$ cat src/rtl/rxSyncPkg.sv
`timescale 1ns/1ps
package rxSyncPkg;
  localparam int SYNC_W = 16;
  localparam logic [7:0] SYNC_HIGH = 8'h2D;
  localparam int CMD_W = 8;
  localparam logic [CMD_W-1:0] CMD_STATUS = 8'h00;
  localparam logic [CMD_W-1:0] CMD_READ   = 8'hB0;

  // strobes from control to datapath, one cycle each
  typedef struct packed {
    logic push;
    logic pop;
    logic flush;
    logic ovfAck;
  } dpStrobes_t;

  typedef enum logic [1:0] {
    HS_CMD,
    HS_STATUS,
    HS_READ,
    HS_IGNORE
  } hostState_t;
endpackage

$ cat src/rtl/rxFifoDp.sv
`timescale 1ns/1ps
module rxFifoDp
  import rxSyncPkg::*;
#(
  parameter int DEPTH = 16,
  parameter int CNT_W = $clog2(DEPTH + 1)
) (
  input  logic             clk,
  input  logic             rstN,
  input  logic             bitValid,
  input  logic             bitData,
  input  logic [7:0]       syncLow,
  input  dpStrobes_t       strb,
  output logic             syncHit,
  output logic [CNT_W-1:0] fillCount,
  output logic             headBit,
  output logic             ovfFlag
);
  localparam int PTR_W = (DEPTH > 1) ? $clog2(DEPTH) : 1;
  localparam logic [CNT_W-1:0] DEPTH_C = CNT_W'(DEPTH);
  localparam logic [PTR_W-1:0] LAST_PTR = PTR_W'(DEPTH - 1);

  logic [SYNC_W-2:0] hist;
  logic [SYNC_W-1:0] histNext;
  logic [DEPTH-1:0]  store;
  logic [PTR_W-1:0]  wrPtr, rdPtr;
  logic              isFull, isEmpty, doPush, doPop, dropBit;

  assign histNext = {hist, bitData};
  assign syncHit  = bitValid && (histNext == {SYNC_HIGH, syncLow});

  always_ff @(posedge clk or negedge rstN) begin
    if (!rstN)           hist <= '0;
    else if (strb.flush) hist <= '0;
    else if (bitValid)   hist <= histNext[SYNC_W-2:0];
  end

  assign isFull  = (fillCount == DEPTH_C);
  assign isEmpty = (fillCount == '0);
  assign doPush  = strb.push && !isFull && !strb.flush;
  assign doPop   = strb.pop && !isEmpty && !strb.flush;
  assign dropBit = strb.push && isFull && !strb.flush;

  function automatic logic [PTR_W-1:0] stepPtr(input logic [PTR_W-1:0] p);
    return (p == LAST_PTR) ? '0 : p + 1'b1;
  endfunction

  always_ff @(posedge clk) begin
    if (doPush) store[wrPtr] <= bitData;
  end

  assign headBit = store[rdPtr];

  always_ff @(posedge clk or negedge rstN) begin
    if (!rstN) begin
      wrPtr     <= '0;
      rdPtr     <= '0;
      fillCount <= '0;
    end else if (strb.flush) begin
      wrPtr     <= '0;
      rdPtr     <= '0;
      fillCount <= '0;
    end else begin
      if (doPush) wrPtr <= stepPtr(wrPtr);
      if (doPop)  rdPtr <= stepPtr(rdPtr);
      case ({doPush, doPop})
        2'b10:   fillCount <= fillCount + 1'b1;
        2'b01:   fillCount <= fillCount - 1'b1;
        default: fillCount <= fillCount;
      endcase
    end
  end

  // a drop in the acknowledge cycle keeps the flag set
  always_ff @(posedge clk or negedge rstN) begin
    if (!rstN)            ovfFlag <= 1'b0;
    else if (dropBit)     ovfFlag <= 1'b1;
    else if (strb.ovfAck) ovfFlag <= 1'b0;
  end
endmodule

$ cat src/rtl/rxFifoCtrl.sv
`timescale 1ns/1ps
module rxFifoCtrl
  import rxSyncPkg::*;
#(
  parameter int CNT_W  = 5,
  parameter int THR_W  = 4,
  parameter int STAT_W = CNT_W + 3
) (
  input  logic             clk,
  input  logic             rstN,
  input  logic             bitValid,
  input  logic             cfgFifoEn,
  input  logic             cfgFifoClear,
  input  logic             cfgAlwaysFill,
  input  logic [THR_W-1:0] cfgThreshold,
  input  logic             syncHit,
  input  logic [CNT_W-1:0] fillCount,
  input  logic             headBit,
  input  logic             ovfFlag,
  input  logic             spiCsN,
  input  logic             spiSck,
  input  logic             spiMosi,
  output dpStrobes_t       strb,
  output logic             fillIrq,
  output logic             spiMiso
);
  localparam int BCNT_W = $clog2(CMD_W);
  localparam logic [BCNT_W-1:0] LAST_BIT = BCNT_W'(CMD_W - 1);

  logic              synced;
  logic [THR_W-1:0]  thrEff;
  logic              sckQ, sckRise, sckFall;
  logic [CMD_W-2:0]  cmdSh;
  logic [CMD_W-1:0]  cmdWord;
  logic [BCNT_W-1:0] bitCnt;
  hostState_t        hState;
  logic [STAT_W-1:0] statusSh, statusWord;
  logic              cmdDone, statusDecode;

  // fill gating and sync lock
  assign strb.flush = cfgFifoClear || !cfgFifoEn;
  assign strb.push  = bitValid && cfgFifoEn && (cfgAlwaysFill || synced);

  always_ff @(posedge clk or negedge rstN) begin
    if (!rstN)           synced <= 1'b0;
    else if (strb.flush) synced <= 1'b0;
    else if (syncHit)    synced <= 1'b1;
  end

  assign thrEff  = (cfgThreshold == '0) ? THR_W'(1) : cfgThreshold;
  assign fillIrq = (fillCount >= CNT_W'(thrEff));

  // host serial port, edges seen in the clk domain
  always_ff @(posedge clk or negedge rstN) begin
    if (!rstN) sckQ <= 1'b0;
    else       sckQ <= spiSck;
  end

  assign sckRise = !spiCsN && spiSck && !sckQ;
  assign sckFall = !spiCsN && !spiSck && sckQ;
  assign cmdWord = {cmdSh, spiMosi};
  assign cmdDone = sckRise && (hState == HS_CMD) && (bitCnt == LAST_BIT);
  assign statusDecode = cmdDone && (cmdWord == CMD_STATUS);
  assign statusWord   = {fillIrq, ovfFlag, synced, fillCount};

  assign strb.ovfAck = statusDecode;
  assign strb.pop    = sckFall && (hState == HS_READ) && (fillCount != '0);

  always_ff @(posedge clk or negedge rstN) begin
    if (!rstN) begin
      hState   <= HS_CMD;
      bitCnt   <= '0;
      cmdSh    <= '0;
      statusSh <= '0;
      spiMiso  <= 1'b0;
    end else if (spiCsN) begin
      hState  <= HS_CMD;
      bitCnt  <= '0;
      spiMiso <= 1'b0;
    end else begin
      if (sckRise && hState == HS_CMD) begin
        cmdSh <= cmdWord[CMD_W-2:0];
        if (cmdDone) begin
          bitCnt <= '0;
          if (cmdWord == CMD_STATUS) begin
            hState   <= HS_STATUS;
            statusSh <= statusWord;
          end else if (cmdWord == CMD_READ) begin
            hState <= HS_READ;
          end else begin
            hState <= HS_IGNORE;
          end
        end else begin
          bitCnt <= bitCnt + 1'b1;
        end
      end
      if (sckFall) begin
        case (hState)
          HS_STATUS: begin
            spiMiso  <= statusSh[STAT_W-1];
            statusSh <= {statusSh[STAT_W-2:0], 1'b0};
          end
          HS_READ:  spiMiso <= (fillCount != '0) ? headBit : 1'b0;
          default:  spiMiso <= 1'b0;
        endcase
      end
    end
  end
endmodule

$ cat src/rtl/rxSyncFifo.sv
`timescale 1ns/1ps
module rxSyncFifo
  import rxSyncPkg::*;
#(
  parameter int DEPTH = 16,
  parameter int THR_W = 4
) (
  input  logic             clk,
  input  logic             rstN,
  input  logic             bitValid,
  input  logic             bitData,
  input  logic [7:0]       cfgSyncLow,
  input  logic [THR_W-1:0] cfgThreshold,
  input  logic             cfgAlwaysFill,
  input  logic             cfgFifoEn,
  input  logic             cfgFifoClear,
  input  logic             spiCsN,
  input  logic             spiSck,
  input  logic             spiMosi,
  output logic             spiMiso,
  output logic             fillIrq,
  output logic             overflow
);
  localparam int CNT_W  = $clog2(DEPTH + 1);
  localparam int STAT_W = CNT_W + 3;

  dpStrobes_t       strb;
  logic             syncHit;
  logic [CNT_W-1:0] fillCount;
  logic             headBit;

  rxFifoCtrl #(.CNT_W(CNT_W), .THR_W(THR_W), .STAT_W(STAT_W)) u_ctrl (
    .clk(clk), .rstN(rstN), .bitValid(bitValid),
    .cfgFifoEn(cfgFifoEn), .cfgFifoClear(cfgFifoClear),
    .cfgAlwaysFill(cfgAlwaysFill), .cfgThreshold(cfgThreshold),
    .syncHit(syncHit), .fillCount(fillCount), .headBit(headBit),
    .ovfFlag(overflow), .spiCsN(spiCsN), .spiSck(spiSck),
    .spiMosi(spiMosi), .strb(strb), .fillIrq(fillIrq), .spiMiso(spiMiso)
  );

  rxFifoDp #(.DEPTH(DEPTH), .CNT_W(CNT_W)) u_dp (
    .clk(clk), .rstN(rstN), .bitValid(bitValid), .bitData(bitData),
    .syncLow(cfgSyncLow), .strb(strb), .syncHit(syncHit),
    .fillCount(fillCount), .headBit(headBit), .ovfFlag(overflow)
  );
endmodule

$ cat config.mk
export PLATFORM = sky130hd
export DESIGN_NAME = rxSyncFifo
export DESIGN_NICKNAME = d
export VERILOG_FILES = /design/src/rtl/rxSyncPkg.sv /design/src/rtl/rxFifoDp.sv /design/src/rtl/rxFifoCtrl.sv /design/src/rtl/rxSyncFifo.sv
export SDC_FILE = /design/constraint.sdc
export NUM_CORES = 1
export LEC_CHECK = 0
export ABC_AREA = 1
export BUFFER_PORTS_ARGS = -buffer_cell sky130_fd_sc_hd__buf_4
export CELL_PAD_IN_SITES_DETAIL_PLACEMENT = 0
export CELL_PAD_IN_SITES_GLOBAL_PLACEMENT = 2
export CORE_ASPECT_RATIO = 2
export CORE_UTILIZATION = 37
export DETAILED_ROUTE_END_ITERATION = 7
export PLACE_DENSITY = 0.86
export SYNTH_ARGS = -nofsm -noshare
export SYNTH_HDL_FRONTEND = slang
export SYNTH_HIERARCHICAL = 1
export SYNTH_SLANG_ARGS = --single-unit
$ cat constraint.sdc
create_clock -name clk -period 2.8 [get_ports clk]
set_input_delay 0.28 -clock clk [delete_from_list [all_inputs] [get_ports clk]]
set_output_delay 0.28 -clock clk [all_outputs]
set_load 0.005 [all_outputs]
Yosys cells after proc, flatten, opt, wreduce, memory -nomap -nowiden:

Index checks and enable logic that the tools add are counted.
Widths: inputs -> output; s select.

* output and inout bits: 3
* bits in registers: 68
* bits of input ports: 22
* logic and storage cells: 114

* reductions and logical operators: 44
* add/subtract/negate cells: 5
* equality and inequality tests: 10
* mux-type cells: 37
* bitwise gates (word level): 1
* magnitude comparators: 4

Operator list (count)
* $mux 8: 5
* $mux 15: 2
* $mux 4: 7
* $logic_and 1x1->1: 19
* $bwmux 16: 1
* $eq 16x14->1: 1
* $reduce_bool 2->1: 8
* $lt 4x5->1 const B: 2
* $mux 1: 10
* $pmux 5 s2: 1
* $mux 3: 3
* $add 4x1->4 const B: 2
* $eq 4x4->1 const B: 2
* $eq 8x8->1 const B: 1
* $logic_not 8->1: 1
* $mux 2: 4
* $logic_not 1->1: 7
* $add 5x1->5 const B: 1
* $eq 5x5->1 const B: 1
* $ge 5x4->1: 1
* $logic_not 5->1: 1
* $mux 5: 1
* $reduce_bool 5->1: 1
* $sub 5x1->5 const B: 1
* other kinds (14): 18

Logic depth before layout (Yosys ltp):

* depth in word-level cells: 10
* depth in mapped cells: 17
* mapped depth without buffers: 17

By module:

The synthesis kept the hierarchy.

Modules (own cells, without submodules)
* rxFifoDp: cells each 255, area an instance 2322.2 um2, seq. area each 1206.2 um2, times used 1
* rxFifoCtrl: cells each 160, area an instance 1301.2 um2, seq. area each 575.6 um2, times used 1

Least setup slack after synthesis:

OpenSTA, ideal clock, no wires.

* kind: register -> register
* from: reg u_ctrl.hState[0]
* to: reg u_dp.fillCount[4]
* path slack: 0.645 ns
* clock period less this slack: 2.155 ns
* required time: 2.684 ns
* path buffers: 0
* data arrival time: 2.038 ns
* library setup time: 0.116 ns
* cell stages (with the launch flop): 18
* cells stage by stage: dfrtp_1 -> inv_1 -> ha_1 -> nand2_1 -> nor2_1 -> nand2_2 -> inv_1 -> nand3_1 -> fa_1 -> nand3b_1 -> nand2_1 -> nand2_1 -> nand2_1 -> inv_1 -> nand2_1 -> nand2_1 -> nand2_1 -> nand2_1

RTL lines
* from (decl): line rxFifoCtrl.sv:36 `hostState_t hState;`
* from (signal assigned): line rxFifoCtrl.sv:71 `hState <= HS_CMD;`
* from (signal assigned): line rxFifoCtrl.sv:77 `hState <= HS_CMD;`
* from (signal assigned): line rxFifoCtrl.sv:86 `hState <= HS_STATUS;`
* to (signal assigned): line rxFifoDp.sv:67 `2'b10: fillCount <= fillCount + 1'b1;`
* to (signal assigned): line rxFifoDp.sv:68 `2'b01: fillCount <= fillCount - 1'b1;`
* to (signal assigned): line rxFifoDp.sv:69 `default: fillCount <= fillCount;`
* to (decl): line rxFifoDp.sv:15 `output logic [CNT_W-1:0] fillCount,`

==> results by group <==
Timing
  • Fin crit share: 85.4%
  • Worst slew margin: 54.1%
  • Setup_tns: 0 ps
  • Final setup viols: 0
  • Unrepaired setup endpoints after global routing: false
  • Clock skew after layout: 5.27 ps
  • Worst-Margin Slew: 688 ps
  • Endpoints failing hold: 13
  • Maximum clock frequency: 0.418 GHz
  • Smallest setup slack after layout: between 400 and 500 ps
  • Final-report max-slew violation count: 0
  • Fin crit period: roughly 2400 ps
  • Final hold slack: -5.16 ps

Worst hold path
  • Hold Crit Class: in2async

Power and ir drop
  • Sequential Power Share: 44.0%
  • Switch share: between 20 and 25%
  • Int Pwr: between 0.0015 and 0.002 W
  • Comb power frac: 7.6%
  • Sw Pwr: roughly 0.00057 W
  • Worst IR Drop VDD: 0.283 mV
  • Pwr/cell area: 578 mW/mm2
  • Clk pwr share: 48.4%
  • Leak pwr: 1.95 nW

Die
  • I/O Pins: 25
  • Initial Util: 38.4%
  • Die area: 0.0102 mm2
  • Rows: 50
  • Die W: a little over 70 um
  • Die Y: 142 um
  • Core area: 0.00945 mm2

Clock tree
  • CTS Root Cell: clkbuf_16
  • Worst-skew pair later-pin latency: 330 ps
  • Clock buffer depth: 2
  • CTS Buf Count: 9
  • CTS tree: done
  • Hold Buf Count CTS: 0
  • Clock slew at reported path FFs: 50 ps
  • Post-cts sizing count: 0
  • H-tree depth: 3
  • Setup Buffers After CTS: 0
  • CTS sink count: 68

Drt
  • Antenna viol nets, final: 0
  • Iteration-0 DRC Markers: 101
  • Vias per cell: 4.98
  • # DRC: 0
  • Via count: 2889
  • Drt wl/cell: 13.8 um
  • 1st-pass router iterations: 5
  • WL final: 8020 um

Placed design
  • DP Worst Slack: 386 ps
  • Dpl hpwl: 6130 um
  • Post-DP Area: around 0.004 mm2
  • PortBufs: 24
  • GPL Wtd Cong: about 0.79

Global routing
  • Initial antenna violation count: 0
  • Global Route Usage Sum: 17.4%
  • First-pass GRT wire length: 13300 um
  • Total grt overflow: 0
  • Vias in the first global route: 2796
  • Largest net degree at the start of global routing: 53

Critical path
  • Worst Setup End Kind: flop
  • FF-to-FF End: u_dp/fillCount[4]
  • Data required, critical path: 3020 ps
  • Kind of critical path: reg2reg
  • CP max FO: 7
  • R2r setup slk: 410 ps
  • Crit Reg-Reg Startpoint: u_dp/fillCount[1]
  • Worst EP arrival: between 2000 and 3000 ps
  • CP startpoint kind: flop
  • R2R depth: 17

Layout
  • Final net count: 485
  • Most frequent cells in the layout: nand2_1 (92), dfrtp_1 (52), inv_1 (48), nor2_1 (44), buf_4 (25)
  • Share of cells above drive strength 1: 15.1%
  • N_diodes: 0
  • Area Overhead vs Synth: 17.5%
  • Commonest non-fill, non-tap cell in the layout: nand2_1
  • Finished Cell Area: 0.00426 mm2

Logic synthesis
  • Mapped Area: roughly 0.0036 mm2
  • Most used flip-flop cell after synthesis: dfrtp_1
  • Async S/R FF share, synth: about three quarters
  • Syn Area/Cell: 8.73 um2
  • Register area share after synthesis: approximately half
  • EDFF count, synth: 16
  • Syn nets: 455
  • Synth Warn #: 6
  • Post-synthesis register bit count: 68
  • Distinct cells, synth: 40
  • Post-Syn Instances: between 400 and 500

Run status
  • Status: finished with violations
  • Failing checks: negative hold slack

Run
  • Max_cap viols: 0
## power groups by stage
stage	Sequential (W)	Combinational (W)	Clock (W)
3_3_place_gp	0.00110	0.000191	0
2_1_floorplan	0.00109	0.000117	0
3_5_place_dp	0.00110	0.000193	0
6_report	0.00108	0.000188	0.00119
4_1_cts	0.00108	0.000194	0.00122
5_1_grt	0.00109	0.000214	0.00126
## Yosys cell counts (2+ instances only)
cell / n / share of area [%]
nand3b_1: 2 / 0.41
nand4_1: 4 / 0.69
ha_1: 17 / 5.9
a21oi_1: 9 / 1.2
nor3_1: 11 / 1.5
nor2_1: 44 / 4.6
buf_2: 4 / 0.55
dfrtp_1: 52 / 36
nand2_2: 4 / 0.69
inv_1: 48 / 5.0
o2111ai_1: 2 / 0.48
nor2_4: 2 / 0.62
o21ai_0: 24 / 3.3
edfxtp_1: 16 / 13
nor2_2: 4 / 0.69
nand2_4: 3 / 0.93
xnor2_1: 5 / 1.2
o211ai_1: 2 / 0.41
inv_2: 6 / 0.62
o22ai_1: 18 / 3.1
nand3_1: 20 / 2.8
nand3_2: 3 / 0.83
nand2_1: 92 / 9.5
o21ai_1: 6 / 0.83
xor2_1: 2 / 0.48
## area by class of cell
class | instances | area (um2)
clock buffer | 9 | 225
tap | 130 | 163
clock inverter | 7 | 91.3
timing repair buffer | 25 | 188
fill | 932 | 5190
inverter | 55 | 211
multi-input combinational | 286 | 1600
sequential | 68 | 1780
## how the worst max path moves through the flow
stage | startpoint | end | slack, ps | cells after the start
final | u_dp/fillCount[1] | u_dp/fillCount[4] | 410 | 17
after global routing | u_dp/fillCount[3] | u_dp/fillCount[4] | 120 | 17
after CTS | u_dp/fillCount[3] | u_dp/fillCount[4] | 360 | 17
after detailed placement | u_dp/fillCount[3] | u_dp/fillCount[4] | 390 | 17
after global placement | spiCsN | u_dp/fillCount[4] | 440 | 17
after floorplan | u_ctrl/hState[0] | u_dp/fillCount[4] | 650 | 17
## metal layers
metal	vias up	GRT usage, %	routed length (um)
met4	0	7.43	135
li1	1438	-	-
met2	49	33.6	4650
met1	1394	17.7	3020
met5	-	0	0
met3	8	2.83	208
## through the flow
| step | total power [W] | cells | util [%] | hold WS, ps |
|---|---|---|---|---|
| 6_report | 0.00246 | 580 | 45.1 | -5.16 |
| 5_1_grt | 0.00255 | 580 | 45.1 | 56.7 |
| 4_1_cts | 0.00250 | 580 | 45.1 | 21.0 |
| 3_5_place_dp | 0.00129 | 564 | 41.7 | 377 |
| 3_3_place_gp | 0.00129 | 564 | 41.7 | 371 |
| 2_1_floorplan | 0.00121 | 415 | - | -15.6 |
## logic make-up after synthesis
family / count (synthesis) / synth area share (%)
AND/OR/NAND/NOR: 194 / 25.2
adder cells (fa/ha/maj): 18 / 6.42
AO/OA/AOI/OAI: 67 / 10.8
XOR/XNOR: 7 / 1.69
buffers and inverters: 61 / 6.70
flip-flops: 68 / 49.2
## flip-flops by register name, indices dropped and copies added (netlist names)
register         flops
u_ctrl/hState        2
u_dp/wrPtr           4
u_ctrl/spiMiso       1
u_dp/rdPtr           4
u_ctrl/statusSh      8
u_dp/ovfFlag         1
u_ctrl/bitCnt        3
u_ctrl/synced        1
u_ctrl/sckQ          1
u_dp/hist           15
u_dp/fillCount       5
u_ctrl/cmdSh         7
u_dp/store          16
## worst max-delay path, stage by stage, from the launching register on
cell and delay [ps]:
dfrtp_1 490, nor3_1 90, nand2_1 100, nand2_1 50, nor2_1 150, nand2_2 100
inv_1 130, nand3_1 140, fa_1 420, nand3b_1 200, nand2_1 80, nand2_1 50
nand2_1 80, inv_1 40, nand2_1 50, nand2_1 50, nand2_1 50, nand2_1 40
(Power assumes the default switching activity.)
